===== config.mk =====
export PLATFORM = sky130hd
export DESIGN_NAME = uart_autoflow_ctrl
export DESIGN_NICKNAME = d
export VERILOG_FILES = /design/src/rtl/uart_afc_pkg.sv /design/src/rtl/uart_afc_cts_sync.sv /design/src/rtl/uart_afc_rts_ctl.sv /design/src/rtl/uart_afc_tx_gate.sv /design/src/rtl/uart_autoflow_ctrl.sv
export SDC_FILE = /design/constraint.sdc
export NUM_CORES = 1
export LEC_CHECK = 0
export BUFFER_PORTS_ARGS = -buffer_cell sky130_fd_sc_hd__clkbuf_2
export CAP_MARGIN = 30
export CORE_AREA = 2 2 39 41
export CTS_CLUSTER_SIZE = 25
export DETAILED_ROUTE_END_ITERATION = 16
export DIE_AREA = 0 0 41 43
export GPL_TIMING_DRIVEN = 0
export PLACE_DENSITY = 0.5
export SLEW_MARGIN = 10
export SYNTH_ARGS = -nofsm -noshare
export SYNTH_HDL_FRONTEND = slang
export SYNTH_SLANG_ARGS = --single-unit

===== constraint.sdc =====
create_clock -name clk -period 1 [get_ports clk]
set_input_delay 0.05 -clock clk [delete_from_list [all_inputs] [get_ports clk]]
set_output_delay 0.05 -clock clk [all_outputs]
set_load 0.01 [all_outputs]

===== src/rtl/uart_afc_pkg.sv =====
package uart_afc_pkg;
   typedef enum logic [1:0] {
      TRIG_ONE      = 2'd0,
      TRIG_FOUR     = 2'd1,
      TRIG_EIGHT    = 2'd2,
      TRIG_FOURTEEN = 2'd3
   } trig_sel_e;
endpackage


===== src/rtl/uart_afc_cts_sync.sv =====
module uart_afc_cts_sync #(
   parameter int STAGES = 2
) (
   input  logic clk,
   input  logic rst_n,
   input  logic cts_n_async,
   output logic cts_ok
);
   if (STAGES < 2) begin : g_bad_stages
      $error("uart_afc_cts_sync: STAGES must be at least 2");
   end

   logic [STAGES-1:0] chain_q;

   for (genvar i = 0; i < STAGES; i++) begin : g_stage
      if (i == 0) begin : g_first
         always_ff @(posedge clk or negedge rst_n) begin
            if (!rst_n) chain_q[0] <= 1'b0;
            else        chain_q[0] <= ~cts_n_async;
         end
      end else begin : g_next
         always_ff @(posedge clk or negedge rst_n) begin
            if (!rst_n) chain_q[i] <= 1'b0;
            else        chain_q[i] <= chain_q[i-1];
         end
      end
   end

   assign cts_ok = chain_q[STAGES-1];
endmodule


===== src/rtl/uart_afc_rts_ctl.sv =====
module uart_afc_rts_ctl
   import uart_afc_pkg::*;
#(
   parameter int DEPTH = 16,
   parameter int CNT_W = $clog2(DEPTH + 1)
) (
   input  logic             clk,
   input  logic             rst_n,
   input  logic             active,
   input  logic             sw_rts,
   input  logic [1:0]       trig,
   input  logic [CNT_W-1:0] rx_count,
   input  logic             rx_first_bit,
   input  logic             rx_read,
   output logic             rts_n
);
   localparam logic [CNT_W-1:0] LVL_ONE   = CNT_W'(1);
   localparam logic [CNT_W-1:0] LVL_FOUR  = CNT_W'(4);
   localparam logic [CNT_W-1:0] LVL_EIGHT = CNT_W'(8);
   localparam logic [CNT_W-1:0] NEAR_FULL = CNT_W'(DEPTH - 1);

   trig_sel_e        sel;
   logic [CNT_W-1:0] level;
   logic             low_mode;
   logic             early_rel;
   logic             hold_q, hold_d;

   assign sel       = trig_sel_e'(trig);
   assign low_mode  = (sel != TRIG_FOURTEEN);
   assign early_rel = rx_first_bit && (rx_count == NEAR_FULL);

   always_comb begin
      unique case (sel)
         TRIG_ONE:   level = LVL_ONE;
         TRIG_FOUR:  level = LVL_FOUR;
         TRIG_EIGHT: level = LVL_EIGHT;
         default:    level = NEAR_FULL;
      endcase
   end

   always_comb begin
      hold_d = hold_q;
      if (!active)                              hold_d = 1'b0;
      else if (low_mode && rx_count >= level)   hold_d = 1'b1;
      else if (low_mode && rx_count == '0)      hold_d = 1'b0;
      else if (!low_mode && early_rel)          hold_d = 1'b1;
      else if (!low_mode && rx_read)            hold_d = 1'b0;
   end

   always_ff @(posedge clk or negedge rst_n) begin
      if (!rst_n) begin
         hold_q <= 1'b0;
         rts_n  <= 1'b1;
      end else begin
         hold_q <= hold_d;
         rts_n  <= active ? hold_d : ~sw_rts;
      end
   end

   p_release_r2: assert property (@(posedge clk) disable iff (!rst_n)
      (active && low_mode && rx_count >= level) |=> rts_n);
   p_hold_until_empty_r3: assert property (@(posedge clk) disable iff (!rst_n)
      (active && low_mode && hold_q && rx_count != '0) |=> rts_n);
   p_early_release_r4: assert property (@(posedge clk) disable iff (!rst_n)
      (active && !low_mode && early_rel) |=> rts_n);
   p_restore_on_read_r5: assert property (@(posedge clk) disable iff (!rst_n)
      (active && !low_mode && rx_read && !early_rel) |=> !rts_n);
   p_manual_rts_r8: assert property (@(posedge clk) disable iff (!rst_n)
      (!active) |=> (rts_n == !$past(sw_rts)));
endmodule


===== src/rtl/uart_afc_tx_gate.sv =====
module uart_afc_tx_gate (
   input  logic clk,
   input  logic rst_n,
   input  logic active,
   input  logic cts_ok,
   input  logic tx_busy,
   input  logic tx_stop_mid,
   output logic tx_permit
);
   logic permit_d;

   always_comb begin
      if (!active)                     permit_d = 1'b1;
      else if (!tx_busy || tx_stop_mid) permit_d = cts_ok;
      else                             permit_d = tx_permit;
   end

   always_ff @(posedge clk or negedge rst_n) begin
      if (!rst_n) tx_permit <= 1'b0;
      else        tx_permit <= permit_d;
   end

   p_midchar_stable_r7: assert property (@(posedge clk) disable iff (!rst_n)
      (active && tx_busy && !tx_stop_mid) |=> $stable(tx_permit));
   p_idle_follow_r6: assert property (@(posedge clk) disable iff (!rst_n)
      (active && !tx_busy) |=> (tx_permit == $past(cts_ok)));
   p_bypass_r8: assert property (@(posedge clk) disable iff (!rst_n)
      (!active) |=> tx_permit);
endmodule


===== src/rtl/uart_autoflow_ctrl.sv =====
module uart_autoflow_ctrl #(
   parameter int DEPTH       = 16,
   parameter int SYNC_STAGES = 2,
   parameter int CNT_W       = $clog2(DEPTH + 1)
) (
   input  logic             clk,
   input  logic             rst_n,
   input  logic             afc_en,
   input  logic             fifo_mode,
   input  logic             sw_rts,
   input  logic [1:0]       trig_sel,
   input  logic [CNT_W-1:0] rx_count,
   input  logic             rx_read,
   input  logic             rx_first_bit,
   input  logic             tx_busy,
   input  logic             tx_stop_mid,
   input  logic             cts_n,
   output logic             rts_n,
   output logic             tx_permit,
   output logic             msr_cts_mask
);
   if (DEPTH < 16) begin : g_bad_depth
      $error("uart_autoflow_ctrl: DEPTH must cover the top trigger level");
   end

   logic active;
   logic cts_ok;

   assign active       = afc_en && fifo_mode;
   assign msr_cts_mask = active;

   uart_afc_cts_sync #(.STAGES(SYNC_STAGES)) u_sync (
      .clk         (clk),
      .rst_n       (rst_n),
      .cts_n_async (cts_n),
      .cts_ok      (cts_ok)
   );

   uart_afc_rts_ctl #(.DEPTH(DEPTH), .CNT_W(CNT_W)) u_rts (
      .clk          (clk),
      .rst_n        (rst_n),
      .active       (active),
      .sw_rts       (sw_rts),
      .trig         (trig_sel),
      .rx_count     (rx_count),
      .rx_first_bit (rx_first_bit),
      .rx_read      (rx_read),
      .rts_n        (rts_n)
   );

   uart_afc_tx_gate u_gate (
      .clk         (clk),
      .rst_n       (rst_n),
      .active      (active),
      .cts_ok      (cts_ok),
      .tx_busy     (tx_busy),
      .tx_stop_mid (tx_stop_mid),
      .tx_permit   (tx_permit)
   );

   p_mask_tracks_mode_r9: assert property (@(posedge clk) disable iff (!rst_n)
      (msr_cts_mask == (afc_en && fifo_mode)));
endmodule


==> tab_implementation.tex <==
\begin{tabular}{lr}
\hline
Metric & Value \\
\hline
\multicolumn{2}{l}{\textbf{Run status}} \\
Failing checks & setup timing \\
Status & complete, but fails checks \\
\multicolumn{2}{l}{\textbf{Synthesis}} \\
Dominant cells by area after synthesis & sky130\_fd\_sc\_hd\_\_dfrtp\_1, sky130\_fd\_sc\_hd\_\_ha\_1, sky130\_fd\_sc\_hd\_\_dfstp\_2 \\
Area leader, netlist & sky130\_fd\_sc\_hd\_\_dfrtp\_1 \\
Mean cell area of the mapped netlist & 10.2 sq um \\
Count of different cell masters after synthesis & 19 \\
Total of flip-flops plus latches after synthesis & 5 \\
Proportion of netlist area held by the largest area contributor & 0.280 \\
Net count of the mapped netlist & 59 \\
Syn Inst Count & 35 \\
FFs w/ async S/R, synth & 1.00 \\
Register area share after synthesis & 0.353 \\
Post-synth top flop & sky130\_fd\_sc\_hd\_\_dfrtp\_1 \\
Leading cell type by number of instances after synthesis & sky130\_fd\_sc\_hd\_\_ha\_1 \\
Most common library cells after synthesis & sky130\_fd\_sc\_hd\_\_ha\_1, sky130\_fd\_sc\_hd\_\_inv\_1, sky130\_fd\_sc\_hd\_\_dfrtp\_1 \\
Mapped cell area & 358 sq um \\
Number of enable-type register cells in the synthesized netlist & 0 \\
Warnings, synthesis & 0 \\
\multicolumn{2}{l}{\textbf{STA}} \\
Final critical path time including I/O delays and setup & 1.13 ns \\
Final Hold Fails & 0 \\
Number of max-slew violations in the final report & 0 \\
Unrepaired setup endpoints after global routing & true \\
Final clock period utilization by the worst path & 1.13 \\
Post-route worst setup slack & -0.132 ns \\
Max-Slew Margin vs Limit & 0.802 \\
Slew @ Worst Pin & 0.294 ns \\
Setup Total Neg Slack & -0.257 ns \\
Final setup violation count & 2 \\
Worst setup skew after layout & roughly 0.000067 ns \\
Top achievable clock speed & 883 MHz \\
\multicolumn{2}{l}{\textbf{Clock network}} \\
CTS tree & built \\
Bufs on Longest Clock Path & 2 \\
Depth of the CTS H-tree & 1 \\
Latest clock arrival within the worst-skew pair & 0.23 ns \\
Clock slew at reported path FFs & 0.04 ns \\
Clock buffer count from CTS & 3 \\
Sink Count & 5 \\
Clock root buffer & sky130\_fd\_sc\_hd\_\_clkbuf\_4 \\
\multicolumn{2}{l}{\textbf{Die}} \\
Cell row count & 14 \\
Placeable core region & 1380 sq um \\
Die footprint & 1760 sq um \\
Die H & 43 um \\
Num ports & 20 \\
Width of the die & 41 um \\
Starting density of the core & 0.259 \\
\multicolumn{2}{l}{\textbf{Route}} \\
Routed wire length per instance & 9.04 um \\
Routed Wire Length & approximately 700 um \\
Via count normalized by instance count & between 4 and 5 \\
1st-pass router iterations & 1 \\
Antenna Violating Nets Remaining & 0 \\
Number of DRC violations after detailed-routing iteration 0 & 0 \\
Total via count in the routed design & approximately 320 \\
Post-detailed-route DRC marker count & 0 \\
\multicolumn{2}{l}{\textbf{Critical path}} \\
Buf/Inv on CP & 2 \\
Worst-path cell chain & clkbuf\_16 > inv\_12 > ha\_4 > ha\_4 > nand2b\_4 > a211oi\_2 > o221ai\_2 > and3\_1 \\
Crit path largest cell delay & 0.25 ns \\
Required time of the critical path & 1.12 ns \\
Worst endpoint data arrival time & approximately 1.3 ns \\
CP top delay family & adder cells \\
Critical path's most frequent cell & sky130\_fd\_sc\_hd\_\_ha\_4 \\
Slowest cell on crit path & sky130\_fd\_sc\_hd\_\_ha\_4 \\
Endpoint type of the worst setup path & flop \\
Crit path launch type & input port \\
Worst Path Max Fanout & 3 \\
Category of the critical setup timing path & input port to flop \\
\multicolumn{2}{l}{\textbf{Power}} \\
Worst vdd rail ir drop & 0.639 mV \\
Switch Pwr & 0.152 mW \\
Internal Dissipation & 0.465 mW \\
Net switching fraction of the power & 0.246 \\
Clock Power Share & 0.365 \\
Total leakage power & 0.295 nW \\
Sequential share of power & 0.357 \\
Pwr Density & $\sim$1000 nW/um\^{}2 \\
Part of the total power dissipated in combinational logic & 0.278 \\
\multicolumn{2}{l}{\textbf{Global route}} \\
Met1 Resource Use GR & 0.135 \\
Grt ovf & 0 \\
Global routing's busiest layer & met2 \\
Vias in the first global route & 332 \\
Global-route wire length before repair & approximately 1.3 mm \\
Routing usage on met2 & 0.159 \\
Gr usage total & 0.108 \\
Antenna violations before repair & 0 \\
Met3 layer usage reported by global route & 0.0471 \\
Pin count of the biggest net entering global routing & 6 \\
\multicolumn{2}{l}{\textbf{Placed design}} \\
Count of buffers from port buffering & 19 \\
Final GP Congestion & 0.586 \\
Total cell area at the placement stage & 510 sq um \\
\multicolumn{2}{l}{\textbf{Finish}} \\
Area of the multi-input gates & 240 sq um \\
Fraction of layout cells with a size suffix above 1 & 0.492 \\
Post-route cell area & 599 sq um \\
Flip-flop and latch area & 126 sq um \\
Utilization after layout & 0.433 \\
Number of fill cells in the layout & 136 \\
Antenna diode count & 0 \\
Number of nets in the final layout & 86 \\
Area growth from synthesis to layout & 67.5\% \\
\multicolumn{2}{l}{\textbf{Run}} \\
Max Cap Viol & 0 \\
\multicolumn{2}{l}{\textbf{Worst hold path}} \\
Class of the tightest hold or removal check & input port to flop \\
\hline
\end{tabular}
[cell type report]
cell class	instances	share of cell area
timing repair buffer	22	0.253
inverter	5	0.0522
multi-input combinational	24	0.401
sequential	5	0.211
buffer	1	0.00626
tap	16	0.0334
clock buffer	4	0.0438
[metrics by stage]
stage	hold WS (ns)	instances	total power [mW]	setup slack, ns
floorplan	-0.246	35	0.309	-0.224
global placement	-0.132	70	0.372	-0.508
detailed placement	-0.131	70	0.374	-0.537
CTS	0.109	77	0.626	-0.194
global route	0.123	77	0.667	-0.201
finish	0.114	77	0.617	-0.132
[final timing paths]
| check | from | end | slack (ns) | depth (start not counted) |
|---|---|---|---|---|
| worst min-delay path | sw_rts | u_rts.rts_n | 0.11 | 3 |
| worst max-delay path | trig_sel[0] | u_rts.hold_q | -0.13 | 8 |
| min in group asynchronous | rst_n | u_sync.cts_ok | 0.16 | 2 |
| max in group asynchronous | rst_n | u_rts.rts_n | 0.63 | 2 |
| worst max register to register | u_rts.hold_q | u_rts.rts_n | 0.10 | 3 |
| worst min register to register | u_sync.chain_q[0] | u_sync.cts_ok | 0.35 | 0 |
[power groups by stage]
stage	Clock (mW)	Combinational [mW]	Sequential (mW)
after floorplan	0	0.0829	0.226
after global placement	0	0.148	0.224
after detailed placement	0	0.151	0.223
after CTS	0.231	0.174	0.221
after global routing	0.248	0.198	0.222
final	0.225	0.171	0.221
[cell usage in the layout (no fill, tap or decap), drive strengths merged]
master and count:
clkbuf 24, ha 7, inv 5, dfrtp 4
nor2 2, nand2 2, dlygate4sd3 2, nand2b 2
o221ai 2, and2 1, nor4 1, a211oi 1
o21ai 1, nor3 1, nand4b 1, and3 1
a31o 1, mux2i 1, buf 1, dfstp 1
[cells by family (layout without fill, tap and decap cells)]
logic type / after synthesis / count (layout) / synth area share
adder cells (fa/ha/maj): 7 / 7 / 0.245
AO/OA/AOI/OAI: 5 / 5 / 0.122
flip-flops: 5 / 5 / 0.353
AND/OR/NAND/NOR: 11 / 11 / 0.189
buffers and inverters: 6 / 32 / 0.0629
multiplexers: 1 / 1 / 0.0280
[worst min-delay path: cells and delay by family]
kind	cells	cell delay [ns]
AO/OA/AOI/OAI	1	0.18
buffers and inverters	1	0.07
AND/OR/NAND/NOR	1	0.03
[repair_timing]
| item | in CTS | in global routing |
|---|---|---|
| cloned | 0 | 0 |
| resized for setup | 5 | 0 |
| buffers inserted | 1 | 0 |
| hold buffers | 2 | 0 |
| hold endpoints to repair | 6 | 0 |
| endpoints found under the setup margin | 2 | 2 |
| pin swaps | 6 | 2 |
[state kept, by name, summed over array words and instances, names as in the netlist]
| register | flops |
|---|---|
| u_sync.cts_ok | 1 |
| u_rts.rts_n | 1 |
| u_gate.tx_permit | 1 |
| u_rts.hold_q | 1 |
| u_sync.chain_q | 1 |
[per-layer routing]
layer | vias up | wire (um)
met5 | - | 0
met3 | 0 | 38
li1 | 173 | -
met1 | 143 | 310
met4 | 0 | 0
met2 | 8 | 347
Power figures use the tool's default switching activity.
